### config.mk
export PLATFORM = sky130hd
export DESIGN_NAME = sfr_cmd_rx
export DESIGN_NICKNAME = d
export VERILOG_FILES = /design/src/rtl/sfr_pkg.sv /design/src/rtl/sfr_sync.sv /design/src/rtl/sfr_edge.sv /design/src/rtl/sfr_shift.sv /design/src/rtl/sfr_cmd_rx.sv
export SDC_FILE = /design/constraint.sdc
export NUM_CORES = 1
export LEC_CHECK = 0
export BUFFER_PORTS_ARGS = -buffer_cell sky130_fd_sc_hd__buf_2
export CORE_MARGIN = 2
export CORE_UTILIZATION = 40
export DETAILED_ROUTE_END_ITERATION = 12
export GPL_TIMING_DRIVEN = 0
export PLACE_DENSITY = 0.7
export SLEW_MARGIN = 20
export SYNTH_ARGS = -nofsm -noshare
export SYNTH_HDL_FRONTEND = slang
export SYNTH_HIERARCHICAL = 1
export SYNTH_SLANG_ARGS = --single-unit
export TNS_END_PERCENT = 100
### constraint.sdc
create_clock -name clk -period 6 [get_ports clk]
set_input_delay 0.9 -clock clk [delete_from_list [all_inputs] [get_ports clk]]
set_output_delay 0.9 -clock clk [all_outputs]
set_load 0.03 [all_outputs]
### src/rtl/sfr_pkg.sv
package sfr_pkg;

  typedef enum logic [1:0] {
    FR_IDLE  = 2'd0,
    FR_SHIFT = 2'd1,
    FR_DONE  = 2'd2
  } fr_state_t;

  function automatic logic edge_fall(input logic prev_v, input logic cur_v);
    return prev_v & ~cur_v;
  endfunction

  function automatic logic edge_rise(input logic prev_v, input logic cur_v);
    return ~prev_v & cur_v;
  endfunction

endpackage

### src/rtl/sfr_sync.sv
module sfr_sync #(
  parameter int              W       = 1,
  parameter int              STAGES  = 2,
  parameter logic [W-1:0]    RST_VAL = '0
) (
  input  logic         clk,
  input  logic         rst_n,
  input  logic [W-1:0] d,
  output logic [W-1:0] q
);

  logic [W-1:0] chain [STAGES];

  genvar g;
  generate
    for (g = 0; g < STAGES; g++) begin : g_stage
      if (g == 0) begin : g_first
        always_ff @(posedge clk or negedge rst_n) begin
          if (!rst_n) chain[g] <= RST_VAL;
          else        chain[g] <= d;
        end
      end else begin : g_next
        always_ff @(posedge clk or negedge rst_n) begin
          if (!rst_n) chain[g] <= RST_VAL;
          else        chain[g] <= chain[g-1];
        end
      end
    end
  endgenerate

  assign q = chain[STAGES-1];

endmodule

### src/rtl/sfr_edge.sv
module sfr_edge #(
  parameter int           W       = 1,
  parameter logic [W-1:0] RST_VAL = '0
) (
  input  logic         clk,
  input  logic         rst_n,
  input  logic [W-1:0] cur,
  output logic [W-1:0] prev
);

  always_ff @(posedge clk or negedge rst_n) begin
    if (!rst_n) prev <= RST_VAL;
    else        prev <= cur;
  end

endmodule

### src/rtl/sfr_shift.sv
module sfr_shift
  import sfr_pkg::*;
#(
  parameter int WORD_W = 24,
  parameter int KEEP_W = 22
) (
  input  logic              clk,
  input  logic              rst_n,
  input  logic              sel_fall,
  input  logic              sel_rise,
  input  logic              sclk_fall,
  input  logic              din_bit,
  input  logic              abort,
  output logic              frame_done,
  output logic              void_evt,
  output logic [KEEP_W-1:0] frame_word
);

  localparam int                CNT_W    = $clog2(WORD_W);
  localparam logic [CNT_W-1:0]  LAST_IDX = CNT_W'(WORD_W - 1);
  localparam logic [CNT_W-1:0]  CNT_ONE  = CNT_W'(1);

  fr_state_t          state_q;
  logic [CNT_W-1:0]   bit_cnt;
  logic [KEEP_W-2:0]  shreg;
  logic               in_frame;
  logic               take_bit;

  assign in_frame   = (state_q == FR_SHIFT);
  assign void_evt   = in_frame && (sel_rise || abort);
  assign take_bit   = in_frame && !void_evt && sclk_fall;
  assign frame_done = take_bit && (bit_cnt == LAST_IDX);
  assign frame_word = {shreg, din_bit};

  always_ff @(posedge clk or negedge rst_n) begin
    if (!rst_n) begin
      state_q <= FR_IDLE;
      bit_cnt <= '0;
      shreg   <= '0;
    end else begin
      unique case (state_q)
        FR_IDLE: begin
          if (sel_fall) begin
            state_q <= FR_SHIFT;
            bit_cnt <= '0;
            shreg   <= '0;
          end
        end
        FR_SHIFT: begin
          if (void_evt) begin
            state_q <= FR_IDLE;
            bit_cnt <= '0;
            shreg   <= '0;
          end else if (take_bit) begin
            shreg <= frame_word[KEEP_W-2:0];
            if (frame_done) begin
              state_q <= FR_DONE;
              bit_cnt <= '0;
            end else begin
              bit_cnt <= bit_cnt + CNT_ONE;
            end
          end
        end
        FR_DONE: begin
          if (sel_rise) state_q <= FR_IDLE;
        end
        default: state_q <= FR_IDLE;
      endcase
    end
  end

  AST_CNT_RANGE: assert property (@(posedge clk) disable iff (!rst_n)
    bit_cnt <= LAST_IDX);
  AST_VOID_CLEARS: assert property (@(posedge clk) disable iff (!rst_n)
    void_evt |=> (bit_cnt == '0 && shreg == '0 && state_q == FR_IDLE));
  AST_VOID_NO_ISSUE: assert property (@(posedge clk) disable iff (!rst_n)
    void_evt |-> !frame_done);
  AST_ABORT_VOIDS: assert property (@(posedge clk) disable iff (!rst_n)
    (in_frame && abort) |=> (state_q == FR_IDLE));
  AST_NO_REISSUE: assert property (@(posedge clk) disable iff (!rst_n)
    (state_q == FR_DONE) |-> !frame_done);
  AST_FRESH_START: assert property (@(posedge clk) disable iff (!rst_n)
    (state_q == FR_IDLE && !sel_fall) |=> (state_q != FR_SHIFT));
  AST_ONE_HOT_EVT: assert property (@(posedge clk) disable iff (!rst_n)
    $onehot0({frame_done, void_evt}));

endmodule

### src/rtl/sfr_cmd_rx.sv
module sfr_cmd_rx
  import sfr_pkg::*;
#(
  parameter int WORD_W      = 24,
  parameter int CMD_W       = 3,
  parameter int ADDR_W      = 3,
  parameter int DATA_W      = 16,
  parameter int SYNC_STAGES = 2
) (
  input  logic              clk,
  input  logic              rst_n,
  input  logic              sel_n_pin,
  input  logic              sclk_pin,
  input  logic              din_pin,
  input  logic              abort,
  output logic              cmd_valid,
  output logic [CMD_W-1:0]  cmd_code,
  output logic [ADDR_W-1:0] cmd_addr,
  output logic [DATA_W-1:0] cmd_data
);

  localparam int KEEP_W = CMD_W + ADDR_W + DATA_W;

  function automatic logic [CMD_W-1:0] pick_code(input logic [KEEP_W-1:0] w);
    return w[KEEP_W-1 -: CMD_W];
  endfunction

  function automatic logic [ADDR_W-1:0] pick_addr(input logic [KEEP_W-1:0] w);
    return w[DATA_W +: ADDR_W];
  endfunction

  function automatic logic [DATA_W-1:0] pick_data(input logic [KEEP_W-1:0] w);
    return w[DATA_W-1:0];
  endfunction

  // bit order of the synchronized bundle: {select, serial clock, data}
  logic [2:0] pins_s;
  logic [1:0] ctl_prev;
  logic       sel_s, sclk_s, din_s;
  logic       sel_fall, sel_rise, sclk_fall;
  logic       frame_done, void_evt;
  logic [KEEP_W-1:0] frame_word;

  sfr_sync #(.W(3), .STAGES(SYNC_STAGES), .RST_VAL(3'b100)) u_sync (
    .clk   (clk),
    .rst_n (rst_n),
    .d     ({sel_n_pin, sclk_pin, din_pin}),
    .q     (pins_s)
  );

  assign sel_s  = pins_s[2];
  assign sclk_s = pins_s[1];
  assign din_s  = pins_s[0];

  sfr_edge #(.W(2), .RST_VAL(2'b10)) u_edge (
    .clk   (clk),
    .rst_n (rst_n),
    .cur   ({sel_s, sclk_s}),
    .prev  (ctl_prev)
  );

  assign sel_fall  = edge_fall(ctl_prev[1], sel_s);
  assign sel_rise  = edge_rise(ctl_prev[1], sel_s);
  assign sclk_fall = edge_fall(ctl_prev[0], sclk_s);

  sfr_shift #(.WORD_W(WORD_W), .KEEP_W(KEEP_W)) u_shift (
    .clk        (clk),
    .rst_n      (rst_n),
    .sel_fall   (sel_fall),
    .sel_rise   (sel_rise),
    .sclk_fall  (sclk_fall),
    .din_bit    (din_s),
    .abort      (abort),
    .frame_done (frame_done),
    .void_evt   (void_evt),
    .frame_word (frame_word)
  );

  always_ff @(posedge clk or negedge rst_n) begin
    if (!rst_n) begin
      cmd_valid <= 1'b0;
      cmd_code  <= '0;
      cmd_addr  <= '0;
      cmd_data  <= '0;
    end else begin
      cmd_valid <= frame_done;
      if (frame_done) begin
        cmd_code <= pick_code(frame_word);
        cmd_addr <= pick_addr(frame_word);
        cmd_data <= pick_data(frame_word);
      end
    end
  end

  AST_STROBE_FOLLOWS: assert property (@(posedge clk) disable iff (!rst_n)
    frame_done |=> cmd_valid);
  AST_STROBE_SINGLE: assert property (@(posedge clk) disable iff (!rst_n)
    cmd_valid |=> !cmd_valid);
  AST_FIELDS_HOLD: assert property (@(posedge clk) disable iff (!rst_n)
    !frame_done |=> ($stable(cmd_code) && $stable(cmd_addr) && $stable(cmd_data)));
  AST_VOID_SILENT: assert property (@(posedge clk) disable iff (!rst_n)
    void_evt |=> !cmd_valid);

endmodule

# Yosys cells after proc, flatten, opt, wreduce, memory -nomap -nowiden
# Cells that the tools add are included.
[totals]
input_bits = 6
wordCells = 49
out_inout_bits = 23
register_bits = 59
[classes]
reduce_logical = 10
mux = 15
addsub = 1
n_bitwise = 6
n_eq_ne = 7
[ops]
columns = ["cell", "count"]
rows = [
  ["two-way mux 21 bit", 3],
  ["case mux 21 bit (2 select lines)", 1],
  ["two-way mux 5 bit", 4],
  ["two-way mux 2 bit", 5],
  ["case mux 5 bit (2 select lines)", 1],
  ["inequality test 3 x 2 -> 1 bit (second input constant)", 2],
  ["case mux 2 bit (3 select lines)", 1],
  ["adder 5 x 1 -> 5 bit (second input constant)", 1],
  ["== test 5 bit (second input constant)", 1],
  ["logical AND 1 bit", 4],
  ["AND reduction 4 bit", 1],
  ["AND 1 bit", 3],
  ["NOT 1 bit", 3],
  ["AND reduction 3 bit", 1],
  ["== test 2 x 1 -> 1 bit (second input constant)", 1],
  ["== test 2 bit (second input constant)", 1],
  ["logical NOT 2 bit", 1],
  ["inequality test 2 x 1 -> 1 bit (second input constant)", 1],
  ["inequality test 2 bit (second input constant)", 1],
  ["nonzero test 2 bit", 1],
  ["logical NOT 1 bit", 1],
  ["logical OR 1 bit", 1],
]

# Longest topological paths before layout
# Gate-level depths: netlist of run 1.
[logic_depth]
word_depth = 12
mapped_depth = 8
ltp_nobuf = 5

# Hierarchy
# The synthesis of run 1 kept the hierarchy.
[modules_own_cells]
columns = ["module", "n_inst", "seq_area_each_um2", "cells_per_inst", "area_each_um2"]
rows = [
  ["sfr_shift", 1, 700.7, 136, 1244.9],
  ["sfr_cmd_rx", 1, 575.6, 50, 864.6],
  ["sfr_sync", 1, 152.6, 9, 175.2],
  ["sfr_edge", 1, 51.3, 2, 51.3],
]

# Least setup slack after synthesis of run 1
# No wires, ideal clock.
[synth_timing]
path_kind = "input to register"
start = "in abort"
end = "reg cmd_addr[0]"
setup_time_ns = 0.125
t_required_ns = 5.875
path_stages = 4
path_buffers = 1
arrival_time_ns = 2.196
slack_ns = 3.679
path_cell_list = "or4b_1 -> nor2_1 -> buf_6 -> mux2_2"
[synth_via]
elab_chain_len = 6
[synth_lines]
columns = ["item", "line", "text"]
rows = [
  ["from (decl)", "sfr_cmd_rx.sv:15", "input logic abort,"],
  ["logical OR 1 bit", "sfr_shift.sv:30", "assign void_evt = in_frame && (sel_rise || abort);"],
  ["logical AND 1 bit", "sfr_shift.sv:30", ""],
  ["logical NOT 1 bit", "sfr_shift.sv:31", "assign take_bit = in_frame && !void_evt && sclk_fall;"],
  ["logical AND 1 bit (2 in series)", "sfr_shift.sv:31", ""],
  ["logical AND 1 bit", "sfr_shift.sv:32", "assign frame_done = take_bit && (bit_cnt == LAST_IDX);"],
  ["via frame_done", "sfr_cmd_rx.sv:41", "logic frame_done, void_evt;"],
  ["to (signal assigned)", "sfr_cmd_rx.sv:89", "cmd_addr <= pick_addr(frame_word);"],
  ["to (decl)", "sfr_cmd_rx.sv:18", "output logic [ADDR_W-1:0] cmd_addr,"],
]
# The timed path passes the listed nets, and every way through them passes these cells.
# A chain may end at the register's enable or synchronous reset.

# Final worst setup path of run 1
[layout_timing]
start = "reg u_sync.chain (netlist bit u_sync/q[2])"
end = "reg cmd_data[1]"
[layout_via]
elab_chain_len = 7
[layout_lines]
columns = ["item", "line", "text"]
rows = [
  ["from (decl)", "sfr_sync.sv:12", "logic [W-1:0] chain [STAGES];"],
  ["from (signal, indexed assignment)", "sfr_sync.sv:25", "else chain[g] <= chain[g-1];"],
  ["AND 1 bit", "sfr_pkg.sv:14", "return ~prev_v & cur_v;"],
  ["via sel_rise", "sfr_cmd_rx.sv:40", "logic sel_fall, sel_rise, sclk_fall;"],
  ["logical OR 1 bit", "sfr_shift.sv:30", ""],
  ["logical AND 1 bit", "sfr_shift.sv:30", ""],
  ["logical NOT 1 bit", "sfr_shift.sv:31", ""],
  ["logical AND 1 bit (2 in series)", "sfr_shift.sv:31", ""],
  ["logical AND 1 bit", "sfr_shift.sv:32", ""],
  ["via frame_done", "sfr_cmd_rx.sv:41", ""],
  ["to (signal assigned)", "sfr_cmd_rx.sv:90", "cmd_data <= pick_data(frame_word);"],
  ["to (decl)", "sfr_cmd_rx.sv:19", "output logic [DATA_W-1:0] cmd_data"],
]
# The timed path passes the listed nets, and every way through them passes these cells.

==> summary.txt, run 1 <==
Run status
  – Status: complete, no violations

Clock tree
  – Source-to-sink clock delay at the later pin of the worst-skew pair: 0.33 ns
  – PostCTS Resize Cnt: 0
  – Cts-stage hold buffer count: 0
  – Clock Pin Slew Worst Setup and Hold Paths: 0.06 ns
  – TritonCTS clock tree: yes
  – Maximum level of the CTS H-tree: 3
  – Root buf cell: clkbuf_8
  – Number of buffers created by CTS: 9
  – Maximum number of buffers from clock root to sink: 2
  – Clk sink count: between 50 and 60
  – Post-CTS Repair Setup Buffers: 0

Drt
  – Number of vias per cell after detailed routing: 4.894
  – Count of TritonRoute iterations in the first routing pass: 4
  – Total routed wirelength: 3988 um
  – Count of nets left with antenna violations after detail routing: 0
  – Total vias in the final route: 1522
  – Number of DRC markers after the initial detailed-route iteration: 84
  – Routed length per placed instance: 12.82 um
  – Drc violations: 0

Floorplan
  – Row count: 27
  – Area of the core: 5574 um2
  – Floorplan die area: 6447 um2
  – Starting density of the core: 41.77%
  – Number of top-level pins: 29
  – Horizontal die dimension: 80.30 um
  – Die span in y: roughly 80 um

Critical path
  – Arrival time worst endpoint: between 2 and 3 ns
  – Setup slack of the worst register-to-register path: 3.68 ns
  – Worst R2R Start: u_sync/q[2]
  – Critical path peak fanout: 10
  – Type of the worst setup path: reg -> reg
  – Worst r2r dst: cmd_data[1]
  – Category of the worst setup path capture point: flop
  – Endpoint required time on the critical path: approximately 6.2 ns
  – Count of cells along the worst register-to-register path: 6
  – Sort of element at the start of the critical path: flop

Cells and area
  – Fillcell total: ~530
  – Ant diodes: 0
  – Area added between synthesis and finish: 17.68%
  – Post-route core utilization: 49.16%
  – Net count reported at finish: 241
  – Proportion of layout cells with a drive suffix above 1: 35.98%

Hold path
  – Min-Delay Path Depth: 0
  – Hold path endpoint: u_sync/q[1]
  – Hold path startpoint: u_sync/chain[4]
  – HP Class: reg -> reg

Global route
  – Wire length of the first global-routing pass: 6989 um
  – Largest net degree at the start of global routing: 60
  – Total congestion overflow: 0
  – Initial antenna violation count: 0
  – Number of global-route vias before repair: 1548
  – Total routing resource utilization after global routing: between 10% and 20%

Placed design
  – Buffers added on ports: 28
  – RD Place Congestion: 0.7247
  – Post-detailed-placement half-perimeter wirelength: 2582 um

STA
  – Sum of negative setup slack: 0 ns
  – Final hold slack: 0.3479 ns
  – Maximum achievable frequency: 0.4314 GHz
  – RSZ-0062 raised after global routing: no
  – Final Slew Violations: 0
  – Final Hold Violating Endpoints: 0
  – Worst rel slew slack: 52.22%
  – Number of endpoints failing setup at the final stage: 0
  – Slew at the pin closest to its max-slew limit: 0.7166 ns
  – Final clock skew: 0.004485 ns
  – Final Cycle Share: about 39%
  – Final Critical Period: about 2.3 ns

Flow run
  – Max-cap violations: 0

Yosys
  – Number of warning messages in the yosys log: 6
  – Mean instance size in the synthesized netlist: 11.94 um2
  – Cell area after technology mapping: about 2300 um2
  – Mapped Nets: 202
  – Post-synthesis instance total: 195

Pwr
  – IR drop worst, VDD: roughly 150 uV
  – Cell Pwr Density: 279.8 nW/um2
  – Total leakage power: around 0.0015 uW
==> worst max-delay path, cell delays in order, from the launching register on <==
cell	delay (ns)
dfstp_2	0.36
buf_4	0.12
nor2b_1	0.17
or4b_1	0.54
nor2_1	0.43
buf_6	0.23
mux2_2	0.34
==> per-stage QoR <==
stage | total power, uW | setup WS [ns] | cell area [um2] | instances
6_report | 766.6 | 3.682 | 2740 | 311
4_1_cts | 784.2 | 3.618 | 2740 | 311
3_5_place_dp | 456.4 | 3.286 | 2561 | 295
5_1_grt | 807.9 | 3.544 | 2740 | 311
3_3_place_gp | 456.0 | 3.308 | 2559 | 295
2_1_floorplan | 439.2 | 3.679 | 2328 | 195
==> worst max path at each step <==
| stage | startpoint | endpoint | slack [ns] | cells after the start |
|---|---|---|---|---|
| 2_1_floorplan | abort | cmd_addr[0] | 3.68 | 4 |
| 3_3_place_gp | abort | cmd_data[14] | 3.31 | 5 |
| 3_5_place_dp | abort | cmd_data[8] | 3.29 | 5 |
| 4_1_cts | u_sync/q[2] | cmd_data[8] | 3.62 | 6 |
| 5_1_grt | u_sync/q[2] | cmd_data[14] | 3.54 | 6 |
| 6_report | u_sync/q[2] | cmd_data[1] | 3.68 | 6 |
==> report_power, final <==
group	leakage (uW)	internal (uW)	total, uW	switching, uW
clock network	0.0000949	169	318	149
registers	0.000801	403	406	2.80
logic	0.000575	12.6	42.1	29.5
total	0.00147	585	767	182
==> layer usage <==
layer	share of wire (%)	global-route usage, %	wire length (um)
met1	45	17.66	1812
met2	47	22.92	1877
met3	5.8	6.404	233
met4	1.6	7.288	65
met5	0	0	0
==> registers in the layout, summed over array words and instances, names as in the netlist, 2 cells and up <==
register / count
u_shift/shreg: 21
cmd_data: 16
u_shift/bit_cnt: 5
cmd_addr: 3
cmd_code: 3
u_sync/chain: 3
u_sync/q: 3
u_edge/prev: 2
u_shift/state_q: 2
==> cells in the final DEF (no fill, tap or decap), types with 2 or more instances in the layout <==
cell,instances
nor3_2,2
clkinv_2,4
nor2b_1,3
buf_2,30
or3_1,2
o21ai_1,2
buf_6,2
dfrtp_1,56
buf_4,9
nor2_1,4
clkbuf_8,11
nand2b_1,2
nand3_1,26
o21ai_0,2
nand2_1,46
mux2_2,22
dfstp_2,3
a21oi_1,2
==> cell type report <==
type	instances	area (um2)	share of cell area [%]
timing repair buffer	28	142.6	5.205
tap	72	90.09	3.288
sequential	59	1480	54.02
buffer	13	97.59	3.562
clock inverter	5	27.53	1.005
multi-input combinational	123	750.7	27.40
clock buffer	11	151.4	5.525
Power figures use the tool's default switching activity.
==> inputs of run 2 (changes only) <==
==> constraint.sdc (replaced) <==
create_clock -name clk -period 2.4 [get_ports clk]
set_input_delay 0.36 -clock clk [delete_from_list [all_inputs] [get_ports clk]]
set_output_delay 0.36 -clock clk [all_outputs]
set_load 0.03 [all_outputs]
==> run 2 against run 1 <==
Effect of this change:
- wire length grew 0.55%
- clock skew is essentially flat
- clock power grew to 2.5 times the previous value
- critical path depth is the same
- largest cell class unchanged
- sequential share of layout area is essentially flat
- utilization is essentially flat
- via count grew 0.39%
- cell area is essentially flat
- worst setup slack lost 3.5 ns
- non-clock buffer count is the same
- sequential power grew to 2.5 times the previous value
- register-to-register slack lost 3.5 ns
==> summary.txt, run 2 (synthesis gave the netlist of run 1 again) <==
Run status
  – Status: complete, no violations (unchanged)

Critical path
  – Type of the worst setup path: reg -> reg (unchanged)
  – Count of cells along the worst register-to-register path: 6 (unchanged)
  – Sort of element at the start of the critical path: flop (unchanged)
  – Category of the worst setup path capture point: flop (unchanged)
  – Critical path peak fanout: 10 (unchanged)
  – Chain of cells forming the critical path: buf_4 -> nor2b_1 -> or4b_1 -> nor2_2 -> buf_6 -> mux2_2 (was buf_4 -> nor2b_1 -> or4b_1 -> nor2_1 -> buf_6 -> mux2_2)
  – Endpoint required time on the critical path: 2.62 ns (was 6.22 ns)
  – Worst-path cell with the longest stage delay: or4b_1 (unchanged)
  – Arrival time worst endpoint: 2.43 ns (was 2.53 ns)
  – Highest cell delay on the worst timing path: 0.55 ns (was 0.54 ns)

Clock tree
  – Number of buffers created by CTS: 9 (unchanged)
  – Clock Pin Slew Worst Setup and Hold Paths: 0.06 ns (about the same)
  – Post-CTS Repair Setup Buffers: 0 (unchanged)
  – Source-to-sink clock delay at the later pin of the worst-skew pair: 0.33 ns (about the same)
  – Maximum level of the CTS H-tree: 3 (unchanged)
  – TritonCTS clock tree: yes (unchanged)
  – PostCTS Resize Cnt: 0 (unchanged)
  – Maximum number of buffers from clock root to sink: 2 (unchanged)
  – Cts-stage hold buffer count: 0 (unchanged)
  – Clk sink count: 59 (unchanged)
  – Root buf cell: clkbuf_8 (unchanged)

Floorplan
  – Die span in y: 80.30 um (unchanged)
  – Row count: 27 (unchanged)
  – Number of top-level pins: 29 (unchanged)
  – Horizontal die dimension: 80.30 um (unchanged)
  – Starting density of the core: 41.77% (unchanged)
  – Floorplan die area: 6447 um2 (unchanged)
  – Area of the core: 5574 um2 (unchanged)

Placed design
  – Buffers added on ports: 28 (unchanged)
  – Cell total after placement: 295 (unchanged)
  – Post-detailed-placement half-perimeter wirelength: 2582 um (unchanged)
  – RD Place Congestion: 0.7247 (unchanged)

Cells and area
  – Ant diodes: 0 (unchanged)
  – Number of standard cells in the layout, taps in and fillers out: 311 (unchanged)
  – Fillcell total: 525 (was 526)
  – Regs by FF count: u_shift/shreg x21, cmd_data x16, u_shift/bit_cnt x5 (unchanged)
  – Net count reported at finish: 241 (unchanged)
  – Commonest cells after routing, fill and taps aside: 56 x dfrtp_1, 46 x nand2_1, 30 x buf_2 (unchanged)
  – Area of the multi-input gates: 753.2 um2 (was 750.7 um2)
  – Largest reg by FF count: u_shift/shreg (unchanged)
  – Area added between synthesis and finish: 17.79% (was 17.68%)
  – Most common cell after layout, fill and taps aside: dfrtp_1 (unchanged)
  – Proportion of layout cells with a drive suffix above 1: 36.40% (was 35.98%)
  – Register area: 1480 um2 (unchanged)
  – Max FFs per register: 21 (unchanged)

STA
  – Final Hold Violating Endpoints: 0 (unchanged)
  – Maximum achievable frequency: 0.4521 GHz (was 0.4314 GHz)
  – Slew at the pin closest to its max-slew limit: 0.7194 ns (was 0.7166 ns)
  – Worst rel slew slack: 52.04% (was 52.22%)
  – Final hold slack: 0.07696 ns (was 0.3479 ns)
  – Sum of negative setup slack: 0 ns (unchanged)
  – Final clock skew: 0.004486 ns (was 0.004485 ns)
  – Final Critical Period: 2.212 ns (was 2.318 ns)
  – RSZ-0062 raised after global routing: no (unchanged)
  – Number of endpoints failing setup at the final stage: 0 (unchanged)
  – Final Slew Violations: 0 (unchanged)
  – Final Cycle Share: 92.17% (was 38.63%)

Pwr
  – IR drop worst, VDD: 386.1 uV (was 154.5 uV)
  – Cell Pwr Density: 699.0 nW/um2 (was 279.8 nW/um2)
  – Total power: 1917 uW (was 766.6 uW)
  – Total leakage power: 0.001471 uW (about the same)

Global route
  – Number of global-route vias before repair: 1548 (unchanged)
  – Met3 Usage GRT: 6.404% (unchanged)
  – Fraction of met1 tracks used by global routing: 17.66% (unchanged)
  – Total congestion overflow: 0 (unchanged)
  – Busiest layer in global routing: met2 (unchanged)
  – Wire length of the first global-routing pass: 6989 um (unchanged)
  – Largest net degree at the start of global routing: 60 (unchanged)
  – Total routing resource utilization after global routing: 14.82% (unchanged)
  – Met2 GRT Util: 22.92% (unchanged)
  – Initial antenna violation count: 0 (unchanged)

Drt
  – Routed length per placed instance: 12.89 um (was 12.82 um)
  – Number of DRC markers after the initial detailed-route iteration: 86 (was 84)
  – Drc violations: 0 (unchanged)
  – Total vias in the final route: 1528 (was 1522)
  – Total routed wirelength: 4010 um (was 3988 um)
  – Number of vias per cell after detailed routing: 4.913 (was 4.894)
  – Count of TritonRoute iterations in the first routing pass: 4 (unchanged)
  – Count of nets left with antenna violations after detail routing: 0 (unchanged)

Hold path
  – HP Class: in -> async (was reg -> reg)

Flow run
  – Max-cap violations: 0 (unchanged)
[run 2: cell counts in the layout (fill, tap and decap cells not counted)]
Identical to the previous run, type by type.
[run 2: path summary, 6_finish.rpt]
kind / slack [ns] / endpoint / start
setup / recovery: 0.19 / cmd_data[1] / u_sync/q[2]
min in group clk: 0.13 / u_sync/chain[5] / sel_n_pin
hold / removal: 0.08 / u_shift/bit_cnt[2] / rst_n
setup reg to reg: 0.19 / cmd_data[1] / u_sync/q[2]
hold reg to reg: 0.35 / u_sync/q[1] / u_sync/chain[4]
max in group asynchronous: 1.84 / cmd_data[15] / rst_n
[run 2: cell type report]
cell class,count,area share [%]
Sequential cell,59,53.97
Multi-Input combinational cell,123,27.46
Clock buffer,11,5.520
Timing Repair Buffer,28,5.201
Buffer,13,3.558
Tap cell,72,3.285
Clock inverter,5,1.004
[run 2: power breakdown]
part	internal [uW]	switching, uW
clock network	423	373
registers	1010	7.00
logic	31.4	74.4
[run 2: metrics by stage]
step / utilization (%) / worst slack, ns / instance area, um2
after floorplan: - / 0.3222 / 2328
after global placement: 45.90 / 0.06172 / 2559
after detailed placement: 45.95 / 0.03282 / 2561
after CTS: 49.16 / 0.01794 / 2740
after global routing: 49.20 / 0.09531 / 2743
final: 49.20 / 0.1879 / 2743
[run 2: critical path: cells and delay by family (launching register included)]
| family | cells | cell delay (ns) |
|---|---|---|
| mux | 1 | 0.34 |
| flops | 1 | 0.36 |
| simple gates | 3 | 1.05 |
| buf+inv | 2 | 0.34 |
[run 2: per-layer routing]
layer	share of wire, %	vias to the layer above
li1	-	737
met3	5.8	5
met1	45	748
met5	0	-
met2	47	38
met4	1.6	0
